File: config.mk
export PLATFORM = sky130hd
export DESIGN_NAME = serial_front_end
export DESIGN_NICKNAME = d
export VERILOG_FILES = /design/src/rtl/serial_fe_pkg.sv /design/src/rtl/rx_byte_fifo.sv /design/src/rtl/serial_fe_cfg.sv /design/src/rtl/serial_fe_status.sv /design/src/rtl/serial_front_end.sv
export SDC_FILE = /design/constraint.sdc
export NUM_CORES = 1
export LEC_CHECK = 0
export ABC_AREA = 1
export BUFFER_PORTS_ARGS = -buffer_cell sky130_fd_sc_hd__buf_4
export CAP_MARGIN = 0
export CELL_PAD_IN_SITES_DETAIL_PLACEMENT = 0
export CELL_PAD_IN_SITES_GLOBAL_PLACEMENT = 1
export CORE_ASPECT_RATIO = 2
export CORE_UTILIZATION = 34
export CTS_CLUSTER_SIZE = 14
export DETAILED_ROUTE_END_ITERATION = 12
export PLACE_DENSITY_LB_ADDON = 0.05
export SYNTH_ARGS = -nofsm -noshare
export SYNTH_HDL_FRONTEND = slang
export SYNTH_SLANG_ARGS = --single-unit
File: constraint.sdc
create_clock -name clk -period 7.4 [get_ports clk]
set_clock_uncertainty 0.05 [all_clocks]
set_input_delay 1.48 -clock clk [delete_from_list [all_inputs] [get_ports clk]]
set_output_delay 1.48 -clock clk [all_outputs]
set_load 0.05 [all_outputs]
File: src/rtl/serial_fe_pkg.sv
package serial_fe_pkg;

    localparam int unsigned DATA_W   = 8;
    localparam int unsigned ADDR_W   = 3;

    typedef enum logic [ADDR_W-1:0] {
        REG_MODE = 3'd0,
        REG_CTRL = 3'd1,
        REG_TXD  = 3'd2,
        REG_STAT = 3'd3,
        REG_RXD  = 3'd4,
        REG_FCTL = 3'd5
    } reg_sel_e;

    localparam logic [DATA_W-1:0] MODE_WMASK = 8'h7B;
    localparam logic [DATA_W-1:0] CTRL_WMASK = 8'hFA;
    localparam logic [DATA_W-1:0] CTRL_RESET = 8'h20;

    localparam int unsigned CTRL_TXIE = 7;
    localparam int unsigned CTRL_RXIE = 6;
    localparam int unsigned CTRL_TE   = 5;
    localparam int unsigned CTRL_RE   = 4;

    localparam int unsigned ST_TEND = 6;
    localparam int unsigned ST_TDE  = 5;
    localparam int unsigned ST_RDF  = 1;
    localparam int unsigned ST_DR   = 0;

    localparam int unsigned FCTL_FLUSH = 1;
    localparam int unsigned FCTL_TRG_LO = 6;

    typedef struct packed {
        logic tend;
        logic tde;
        logic rdf;
    } stat_flags_t;

    typedef struct packed {
        logic wr_mode;
        logic wr_ctrl;
        logic wr_txd;
        logic wr_stat;
        logic wr_fctl;
        logic rd_stat;
        logic rd_rxd;
    } bus_strobe_t;

    function automatic int unsigned trig_level(input logic [1:0] sel);
        case (sel)
            2'b00:   return 1;
            2'b01:   return 4;
            2'b10:   return 8;
            default: return 14;
        endcase
    endfunction

    function automatic logic [DATA_W-1:0] pack_status(input stat_flags_t f);
        logic [DATA_W-1:0] v;
        v          = '0;
        v[ST_TEND] = f.tend;
        v[ST_TDE]  = f.tde;
        v[ST_RDF]  = f.rdf;
        return v;
    endfunction

    function automatic bus_strobe_t decode_bus(input logic en, input logic we,
                                               input reg_sel_e sel);
        bus_strobe_t s;
        s         = '0;
        s.wr_mode = en &&  we && (sel == REG_MODE);
        s.wr_ctrl = en &&  we && (sel == REG_CTRL);
        s.wr_txd  = en &&  we && (sel == REG_TXD);
        s.wr_stat = en &&  we && (sel == REG_STAT);
        s.wr_fctl = en &&  we && (sel == REG_FCTL);
        s.rd_stat = en && !we && (sel == REG_STAT);
        s.rd_rxd  = en && !we && (sel == REG_RXD);
        return s;
    endfunction

endpackage

File: src/rtl/rx_byte_fifo.sv
module rx_byte_fifo #(
    parameter int unsigned DEPTH = 16,
    parameter int unsigned WIDTH = 8,
    localparam int unsigned PTR_W = (DEPTH > 1) ? $clog2(DEPTH) : 1,
    localparam int unsigned CNT_W = $clog2(DEPTH + 1)
) (
    input  logic             clk,
    input  logic             rst,
    input  logic             flush,
    input  logic             push,
    input  logic [WIDTH-1:0] push_data,
    input  logic             pop,
    output logic [WIDTH-1:0] head_data,
    output logic             push_taken,
    output logic             pop_taken,
    output logic [CNT_W-1:0] count_q,
    output logic [CNT_W-1:0] count_nxt
);

    logic [WIDTH-1:0] mem [DEPTH];
    logic [PTR_W-1:0] wr_ptr_q, rd_ptr_q;
    logic             full, empty;

    function automatic logic [PTR_W-1:0] ptr_inc(input logic [PTR_W-1:0] p);
        return (p == PTR_W'(DEPTH - 1)) ? '0 : p + PTR_W'(1);
    endfunction

    assign full       = (count_q == CNT_W'(DEPTH));
    assign empty      = (count_q == '0);
    assign push_taken = push && !flush && !full;
    assign pop_taken  = pop && !flush && !empty;
    assign head_data  = empty ? '0 : mem[rd_ptr_q];

    always_comb begin
        if (flush) begin
            count_nxt = '0;
        end else begin
            count_nxt = count_q + CNT_W'(push_taken) - CNT_W'(pop_taken);
        end
    end

    always_ff @(posedge clk) begin
        if (rst) begin
            wr_ptr_q <= '0;
            rd_ptr_q <= '0;
            count_q  <= '0;
        end else begin
            count_q <= count_nxt;
            if (flush) begin
                wr_ptr_q <= '0;
                rd_ptr_q <= '0;
            end else begin
                if (push_taken) wr_ptr_q <= ptr_inc(wr_ptr_q);
                if (pop_taken)  rd_ptr_q <= ptr_inc(rd_ptr_q);
            end
        end
    end

    always_ff @(posedge clk) begin
        if (push_taken) mem[wr_ptr_q] <= push_data;
    end

endmodule

File: src/rtl/serial_fe_cfg.sv
module serial_fe_cfg
    import serial_fe_pkg::*;
(
    input  logic              clk,
    input  logic              rst,
    input  bus_strobe_t       stb,
    input  logic [DATA_W-1:0] wdata,
    output logic [DATA_W-1:0] mode_q,
    output logic [DATA_W-1:0] ctrl_q,
    output logic [1:0]        trig_sel_q,
    output logic              flush,
    output logic [DATA_W-1:0] tx_data_q,
    output logic              tx_strobe_q
);

    assign flush = stb.wr_fctl && wdata[FCTL_FLUSH];

    always_ff @(posedge clk) begin
        if (rst) begin
            mode_q      <= '0;
            ctrl_q      <= CTRL_RESET;
            trig_sel_q  <= 2'b00;
            tx_data_q   <= '0;
            tx_strobe_q <= 1'b0;
        end else begin
            tx_strobe_q <= stb.wr_txd;
            if (stb.wr_mode) mode_q     <= wdata & MODE_WMASK;
            if (stb.wr_ctrl) ctrl_q     <= wdata & CTRL_WMASK;
            if (stb.wr_fctl) trig_sel_q <= wdata[FCTL_TRG_LO +: 2];
            if (stb.wr_txd)  tx_data_q  <= wdata;
        end
    end

endmodule

File: src/rtl/serial_fe_status.sv
module serial_fe_status
    import serial_fe_pkg::*;
#(
    parameter int unsigned CNT_W = 5
) (
    input  logic              clk,
    input  logic              rst,
    input  bus_strobe_t       stb,
    input  logic [DATA_W-1:0] wdata,
    input  logic [DATA_W-1:0] ctrl_q,
    input  logic [CNT_W-1:0]  trig,
    input  logic              push_taken,
    input  logic              pop_taken,
    input  logic [CNT_W-1:0]  count_nxt,
    output stat_flags_t       flags_q,
    output logic              irq_rx_q
);

    stat_flags_t flags_d;
    logic        irq_d;
    logic        irq_clr;
    logic        rxie_eff;
    logic        at_trig;

    assign at_trig  = (count_nxt >= trig);
    assign rxie_eff = stb.wr_ctrl ? wdata[CTRL_RXIE] : ctrl_q[CTRL_RXIE];
    assign irq_clr  = (stb.wr_ctrl && !wdata[CTRL_RXIE]) ||
                      (stb.wr_stat && (!wdata[ST_RDF] || !wdata[ST_DR]));

    always_comb begin
        flags_d = flags_q;
        if (stb.rd_stat && ctrl_q[CTRL_TE]) begin
            flags_d.tde  = 1'b1;
            flags_d.tend = 1'b1;
        end
        if (stb.wr_stat) begin
            if (!wdata[ST_TEND]) flags_d.tend = 1'b0;
            if (!wdata[ST_TDE])  flags_d.tde  = 1'b0;
            if (!wdata[ST_RDF])  flags_d.rdf  = 1'b0;
        end
        if (stb.wr_ctrl && !wdata[CTRL_TE]) flags_d.tend = 1'b1;
        if (stb.wr_txd) flags_d.tde = 1'b0;
        if (pop_taken && !at_trig) flags_d.rdf = 1'b0;
        if (push_taken && at_trig) flags_d.rdf = 1'b1;
    end

    always_comb begin
        irq_d = irq_rx_q;
        if (irq_clr) begin
            irq_d = 1'b0;
        end else if (push_taken && at_trig && rxie_eff) begin
            irq_d = 1'b1;
        end
    end

    always_ff @(posedge clk) begin
        if (rst) begin
            flags_q  <= '{tend: 1'b1, tde: 1'b1, rdf: 1'b0};
            irq_rx_q <= 1'b0;
        end else begin
            flags_q  <= flags_d;
            irq_rx_q <= irq_d;
        end
    end

endmodule

File: src/rtl/serial_front_end.sv
module serial_front_end
    import serial_fe_pkg::*;
#(
    parameter int unsigned FIFO_DEPTH = 16,
    localparam int unsigned CNT_W = $clog2(FIFO_DEPTH + 1)
) (
    input  logic              clk,
    input  logic              rst,
    input  logic              bus_en,
    input  logic              bus_we,
    input  logic [ADDR_W-1:0] bus_addr,
    input  logic [DATA_W-1:0] bus_wdata,
    output logic [DATA_W-1:0] bus_rdata,
    input  logic              rx_valid,
    input  logic [DATA_W-1:0] rx_data,
    output logic              tx_strobe,
    output logic [DATA_W-1:0] tx_data,
    output logic              irq_rx,
    output logic              irq_tx
);

    reg_sel_e          sel;
    bus_strobe_t       stb;
    logic [DATA_W-1:0] mode_q, ctrl_q, head_data;
    logic [1:0]        trig_sel_q;
    logic              flush, push_taken, pop_taken;
    logic [CNT_W-1:0]  fill_cnt, count_nxt, trig;
    stat_flags_t       flags_q;

    assign sel  = reg_sel_e'(bus_addr);
    assign stb  = decode_bus(bus_en, bus_we, sel);
    assign trig = CNT_W'(trig_level(trig_sel_q));

    serial_fe_cfg u_cfg (
        .clk         (clk),
        .rst         (rst),
        .stb         (stb),
        .wdata       (bus_wdata),
        .mode_q      (mode_q),
        .ctrl_q      (ctrl_q),
        .trig_sel_q  (trig_sel_q),
        .flush       (flush),
        .tx_data_q   (tx_data),
        .tx_strobe_q (tx_strobe)
    );

    rx_byte_fifo #(
        .DEPTH (FIFO_DEPTH),
        .WIDTH (DATA_W)
    ) u_fifo (
        .clk        (clk),
        .rst        (rst),
        .flush      (flush),
        .push       (rx_valid && ctrl_q[CTRL_RE]),
        .push_data  (rx_data),
        .pop        (stb.rd_rxd),
        .head_data  (head_data),
        .push_taken (push_taken),
        .pop_taken  (pop_taken),
        .count_q    (fill_cnt),
        .count_nxt  (count_nxt)
    );

    serial_fe_status #(
        .CNT_W (CNT_W)
    ) u_status (
        .clk        (clk),
        .rst        (rst),
        .stb        (stb),
        .wdata      (bus_wdata),
        .ctrl_q     (ctrl_q),
        .trig       (trig),
        .push_taken (push_taken),
        .pop_taken  (pop_taken),
        .count_nxt  (count_nxt),
        .flags_q    (flags_q),
        .irq_rx_q   (irq_rx)
    );

    assign irq_tx = ctrl_q[CTRL_TXIE];

    always_comb begin
        bus_rdata = '0;
        if (bus_en && !bus_we) begin
            case (sel)
                REG_MODE: bus_rdata = mode_q;
                REG_CTRL: bus_rdata = ctrl_q;
                REG_STAT: bus_rdata = pack_status(flags_q);
                REG_RXD:  bus_rdata = head_data;
                REG_FCTL: bus_rdata = {trig_sel_q, 6'b0};
                default:  bus_rdata = '0;
            endcase
        end
    end

endmodule

==> impl_metrics.csv, run 1 <==
group,metric,value,unit
setup_path,path_class,"reg2out",
clock_network,cts_resized,0,
synthesis,ys_ff_latch,172,
power_and_ir_drop,p_clk_frac,0.421,
finish,drive_gt1_frac,0.127,
clock_network,clock-root-buffer,"clkbuf_16",
setup_path,start_kind,"flop",
global_route,grt_use_total,0.193,
clock_network,cts_buffer_depth,2,
synthesis,synth_top_area_frac,0.508,
clock_network,clk_latency,430,ps
floorplan,start_util,0.349,
synthesis,seq_area_frac_synth,0.624,
route,final_antenna_net_count,0,
power_and_ir_drop,power_density,240,nW/um2
synthesis,synthFlopType,"edfxtp_1",
synthesis,yosys.area.top_type,"edfxtp_1",
setup_path,endpoint_kind,"output port",
synthesis,postSynth.asyncResetShare,0,
route,via_per_inst,4.92,
place,pre_cts_ws,3070,ps
timing,slew_headroom,0.383,
floorplan,rows,76,
place,io_buffers,42,
power_and_ir_drop,power.switching,0.492,mW
global_route,overflow,0,
clock_network,cts_tree,"built",
timing,hold_ws,412,ps
clock_network,cts.sink_count,172,
route,first_pass_iters,4,
power_and_ir_drop,vdd.ir_drop.worst,0.126,mV
finish,diodes,0,
synthesis,syn_avg_cell_area,10.0,um2
route,drtIter0Drc,207,
route,drc,0,
clock_network,cts.clk_slew.worst_paths,70,ps
power_and_ir_drop,p_comb_frac,0.074,
clock_network,cts.htree.levels,4,
place,dpl-instance-area,8070,um2
place,hpwl,14600,um
timing,hold_viol,0,
setup_path,cp_max_fo,44,
timing,period_needed,4580,ps
hold_path,hold_path_class,"reg2reg",
global_route,grt_pass1_wl,31100,um
finish,fillers,2204,
synthesis,ys_top_cells_by_area,"edfxtp_1 51%, dfxtp_1 12%, nand2_1 6.5%",
power_and_ir_drop,p_int,1.59,mW
timing,setup-tns-final,0,ps
power_and_ir_drop,pwr-share-seq,0.505,
power_and_ir_drop,swShare,0.237,
timing,worst_slew_pin_slew,924,ps
floorplan,core,21700,um2
synthesis,synth_common_cells,"131 x nand2_1, 128 x edfxtp_1, 119 x nor2_1, 69 x inv_1, 65 x o21ai_0",
timing,fmax,218,MHz
timing,setup-violations-final,0,
floorplan,pin_count,43,
clock_network,hold_buffers,0,
finish,area_delta_synth_final,14.2,%
outcome,status,"completed",
timing,drv_slew,0,
power_and_ir_drop,p_leak,3.24,nW
global_route,grt_pass1_vias,5495,
synthesis,ys_types,41,
global_route,antenna_found_initial,0,
floorplan,die_h,213,um
clock_network,post_cts_buffers,0,
synthesis,syn_inst,756,
synthesis,syn_area,7570,um2
run,maxCapViolCount,0,
global_route,grt_max_degree,80,
clock_network,cts_inserted_buffers,17,
finish,design_area,8640,um2
synthesis,syn_nets,795,
route,vias,5301,
setup_path,critPathArrivalTime,3050,ps
route,finalWirelength,20400,um
timing,setup_slack,2820,ps
route,wire_per_inst,18.9,um
timing,period_share,0.619,
floorplan,die_x,108,um
place,place.gp.congestion,0.794,
timing,grt_setup_unrepaired,"no",
synthesis,synth_edf_count,128,
synthesis,synth_warnings,0,
finish,fin_nets,830,
floorplan,dieArea,22900,um2
synthesis,synth.most_common_cell,"nand2_1",
setup_path,crit_required,5870,ps
==> flip-flops by register name, indices dropped and copies added (netlist names), named ones only <==
name               flops
u_status.irq_rx_q      1
u_fifo.wr_ptr_q        4
u_cfg.ctrl_q           6
u_cfg.tx_strobe_q      1
u_status.flags_q       3
u_fifo.rd_ptr_q        4
u_fifo.count_q         5
u_cfg.mode_q           6
u_fifo.mem           128
u_cfg.trig_sel_q       2
u_cfg.tx_data_q        8
==> final timing paths <==
path	start	endpoint	slack, ps	cells past startpoint
setup / recovery	flop	bus_rdata[3]	2820	10
hold / removal	u_cfg.mode_q[1]	u_cfg.mode_q[1]	410	2
setup reg to reg	u_fifo.count_q[2]	u_status.irq_rx_q	4070	19
hold reg to reg	u_cfg.mode_q[1]	u_cfg.mode_q[1]	410	2
==> layer usage <==
metal,vias up,share of wire,track usage
li1,2620,-,-
met2,106,0.56,0.361
met3,40,0.028,0.0369
met4,0,0.059,0.121
met1,2535,0.36,0.189
met5,-,0,0
==> power by group through the flow <==
stage | logic [mW] | registers [mW] | clock network (mW)
floorplan | 0.0910 | 1.07 | 0
global placement | 0.154 | 1.07 | 0
detailed placement | 0.156 | 1.07 | 0
CTS | 0.156 | 1.05 | 0.902
global route | 0.173 | 1.05 | 0.935
finish | 0.154 | 1.05 | 0.874
==> worst max-delay path: stages (launching register included) <==
cell     delay [ps]
dfxtp_1         740
inv_2           200
buf_4           340
nor2_1          170
o21ai_0         300
nand3_1         190
nand3_1          90
nand2_1         100
nand2_1          60
a21oi_1         170
buf_4           230
==> per-stage QoR <==
| stage | total power, mW | utilization | std cells |
|---|---|---|---|
| floorplan | 1.16 | - | 756 |
| global placement | 1.22 | 0.372 | 1045 |
| detailed placement | 1.23 | 0.372 | 1045 |
| CTS | 2.11 | 0.399 | 1077 |
| global route | 2.16 | 0.399 | 1077 |
| finish | 2.08 | 0.399 | 1077 |
==> cells in the final DEF, fill, tap and decap left out, types with 3 or more instances in the layout <==
cell / count
buf_4: 45
nand2_1: 131
nand4_1: 3
ha_1: 14
o21ai_2: 3
inv_1: 69
o22ai_1: 5
clkbuf_16: 17
nor2_1: 119
nand3_1: 55
nor3_1: 4
nand2_4: 3
inv_2: 7
o21ai_0: 65
clkinvlp_4: 3
dfxtp_1: 43
clkinv_1: 4
o211ai_1: 11
inv_6: 3
a21oi_1: 35
edfxtp_1: 128
o21ai_1: 8
==> logic make-up after synthesis <==
family          synth area share
buf+inv                   0.0633
xor+xnor                 0.00116
flops                      0.624
fa+ha+maj                 0.0258
simple gates               0.192
compound gates            0.0934
==> layout make-up <==
cell class	count	area, um2	area share
sequential	172	4730	0.547
multi-input combinational	477	2360	0.274
inverter	78	300	0.0347
clock buffer	17	425	0.0492
clock inverter	15	148	0.0171
tap	273	342	0.0395
timing repair buffer	45	338	0.0391
(Power assumes the default switching activity.)
==> run 2: changes to the inputs <==
==> constraint.sdc (replaced) <==
create_clock -name clk -period 3.85 [get_ports clk]
set_clock_uncertainty 0.05 [all_clocks]
set_input_delay 0.77 -clock clk [delete_from_list [all_inputs] [get_ports clk]]
set_output_delay 0.77 -clock clk [all_outputs]
set_load 0.05 [all_outputs]
==> impl_metrics.csv, run 2 (synthesis results as in run 1) <==
group,metric,value,unit
outcome,status,"completed",
route,top_layer,"met4",
finish,final_cell_mix,"131 x nand2_1, 128 x edfxtp_1, 119 x nor2_1, 69 x inv_1, 65 x o21ai_0",
route,wl_met3,765,um
timing,grt_setup_unrepaired,"no",
power_and_ir_drop,power_density,460,nW/um2
run,maxCapViolCount,0,
setup_path,crit_required,3030,ps
route,first_pass_iters,5,
hold_path,hold_path_startpoint,"u_cfg.mode_q[1]",
timing,slew_headroom,0.393,
place,io_buffers,42,
place,place.gp.congestion,0.810,
route,via_per_inst,4.97,
global_route,grt_max_degree,37,
setup_path,timing.rr.start,"u_fifo.count_q[2]",
clock_network,cts.sink_count,172,
setup_path,r2r_slack,640,ps
clock_network,hold_buffers,0,
global_route,grt_pass1_wl,31200,um
clock_network,clk_latency,430,ps
global_route,antenna_found_initial,0,
setup_path,reg2reg_depth,22,
finish,fillers,2170,
clock_network,post_cts_buffers,0,
route,routed-wl-met2,11500,um
setup_path,critPathArrivalTime,2640,ps
setup_path,r2r-end,"u_status.irq_rx_q",
clock_network,cts.clk_slew.worst_paths,60,ps
route,wire_per_inst,18.6,um
timing,fmax,289,MHz
timing,drv_slew,0,
clock_network,cts_inserted_buffers,17,
global_route,grt_pass1_vias,5620,
finish,layout_top_registers,"u_fifo.mem x128, u_cfg.tx_data_q x8",
clock_network,cts.htree.levels,4,
setup_path,endpoint_kind,"output port",
route,wl_met1,7280,um
timing,period_share,0.898,
finish,top_register,"u_fifo.mem",
timing,worst_slew_pin_slew,907,ps
floorplan,rows,76,
power_and_ir_drop,vdd.ir_drop.worst,0.245,mV
floorplan,die_x,108,um
clock_network,clock-root-buffer,"clkbuf_16",
setup_path,start_kind,"flop",
finish,final_common_cell,"nand2_1",
timing,period_needed,3460,ps
place,hpwl,14700,um
setup_path,cp_max_fo,36,
route,drc,0,
global_route,grt_use_total,0.191,
power_and_ir_drop,p_leak,3.32,nW
finish,diodes,0,
route,finalWirelength,20300,um
hold_path,hold_path_class,"reg2reg",
timing,setup-violations-final,0,
floorplan,dieArea,22900,um2
clock_network,cts_tree,"built",
timing,hold_ws,412,ps
route,vias,5413,
finish,largest_reg_flops,128,
finish,area_delta_synth_final,15.9,%
setup_path,path_class,"reg2out",
floorplan,core,21700,um2
hold_path,holdPathEnd,"u_cfg.mode_q[1]",
floorplan,die_h,213,um
clock_network,cts_buffer_depth,2,
floorplan,pin_count,43,
route,drtIter0Drc,254,
timing,hold_viol,0,
finish,drive_gt1_frac,0.142,
timing,setup-tns-final,0,ps
route,final_antenna_net_count,0,
floorplan,start_util,0.349,
clock_network,cts_resized,0,
global_route,overflow,0,
finish,fin_nets,843,
hold_path,holdPathStages,2,
-- run 2: cell count changes in the layout (fill, tap and decap cells not counted) --
cell	delta
clkbuf_8	+3
clkbuf_16	+2
clkinv_1	-2
clkbuf_1	+1
clkinv_2	+1
buf_4	+13
bufinv_16	-1
inv_6	-3
clkinvlp_4	-1
-- run 2: worst max-delay path by stage --
stage | from | end | slack (ps)
finish | flop | bus_rdata[0] | 390
global route | flop | bus_rdata[4] | 130
CTS | flop | bus_rdata[4] | 300
detailed placement | bus_we | u_status.irq_rx_q | 340
global placement | bus_we | u_status.irq_rx_q | 410
floorplan | bus_en | u_status.irq_rx_q | 720
-- run 2: worst max-delay path, stage by stage, from the launching register on --
cell and delay (ps):
dfxtp_2 640, buf_4 450, buf_4 220, nor2_1 60, nor2_1 70, o21ai_0 80, nand3_1 90, nand3_1 70
nand2_1 110, nand2_1 70, a21oi_1 120, buf_4 220
-- run 2: through the flow --
stage                     instances  setup slack, ps  area (um2)   util  power (mW)
after CTS                      1090              302        8770  0.404        4.08
after floorplan                 756              721        7570      -        2.24
after global placement         1058              405        8170  0.377        2.36
after detailed placement       1058              340        8170  0.377        2.36
after global routing           1090              133        8770  0.404        4.17
final                          1090              393        8770  0.404        4.03
-- run 2: final cells by class --
class	instances	area, um2	area share
clock inverter	9	81.3	0.00927
clock buffer	23	520	0.0594
inverter	78	300	0.0342
sequential	172	4730	0.539
tap	273	342	0.0389
timing repair buffer	58	435	0.0497
multi-input combinational	477	2360	0.270
-- run 2: metal layers --
layer | global-route usage | vias to the layer above
met4 | 0.0940 | 0
met2 | 0.367 | 138
met1 | 0.193 | 2599
li1 | - | 2643
met3 | 0.0333 | 33
met5 | 0 | -
-- run 2: report_power, final --
group	internal, mW	switching, mW	leakage (nW)
clock network	1.02	0.707	0.293
logic	0.0938	0.201	1.52
registers	2.00	0.0134	1.51
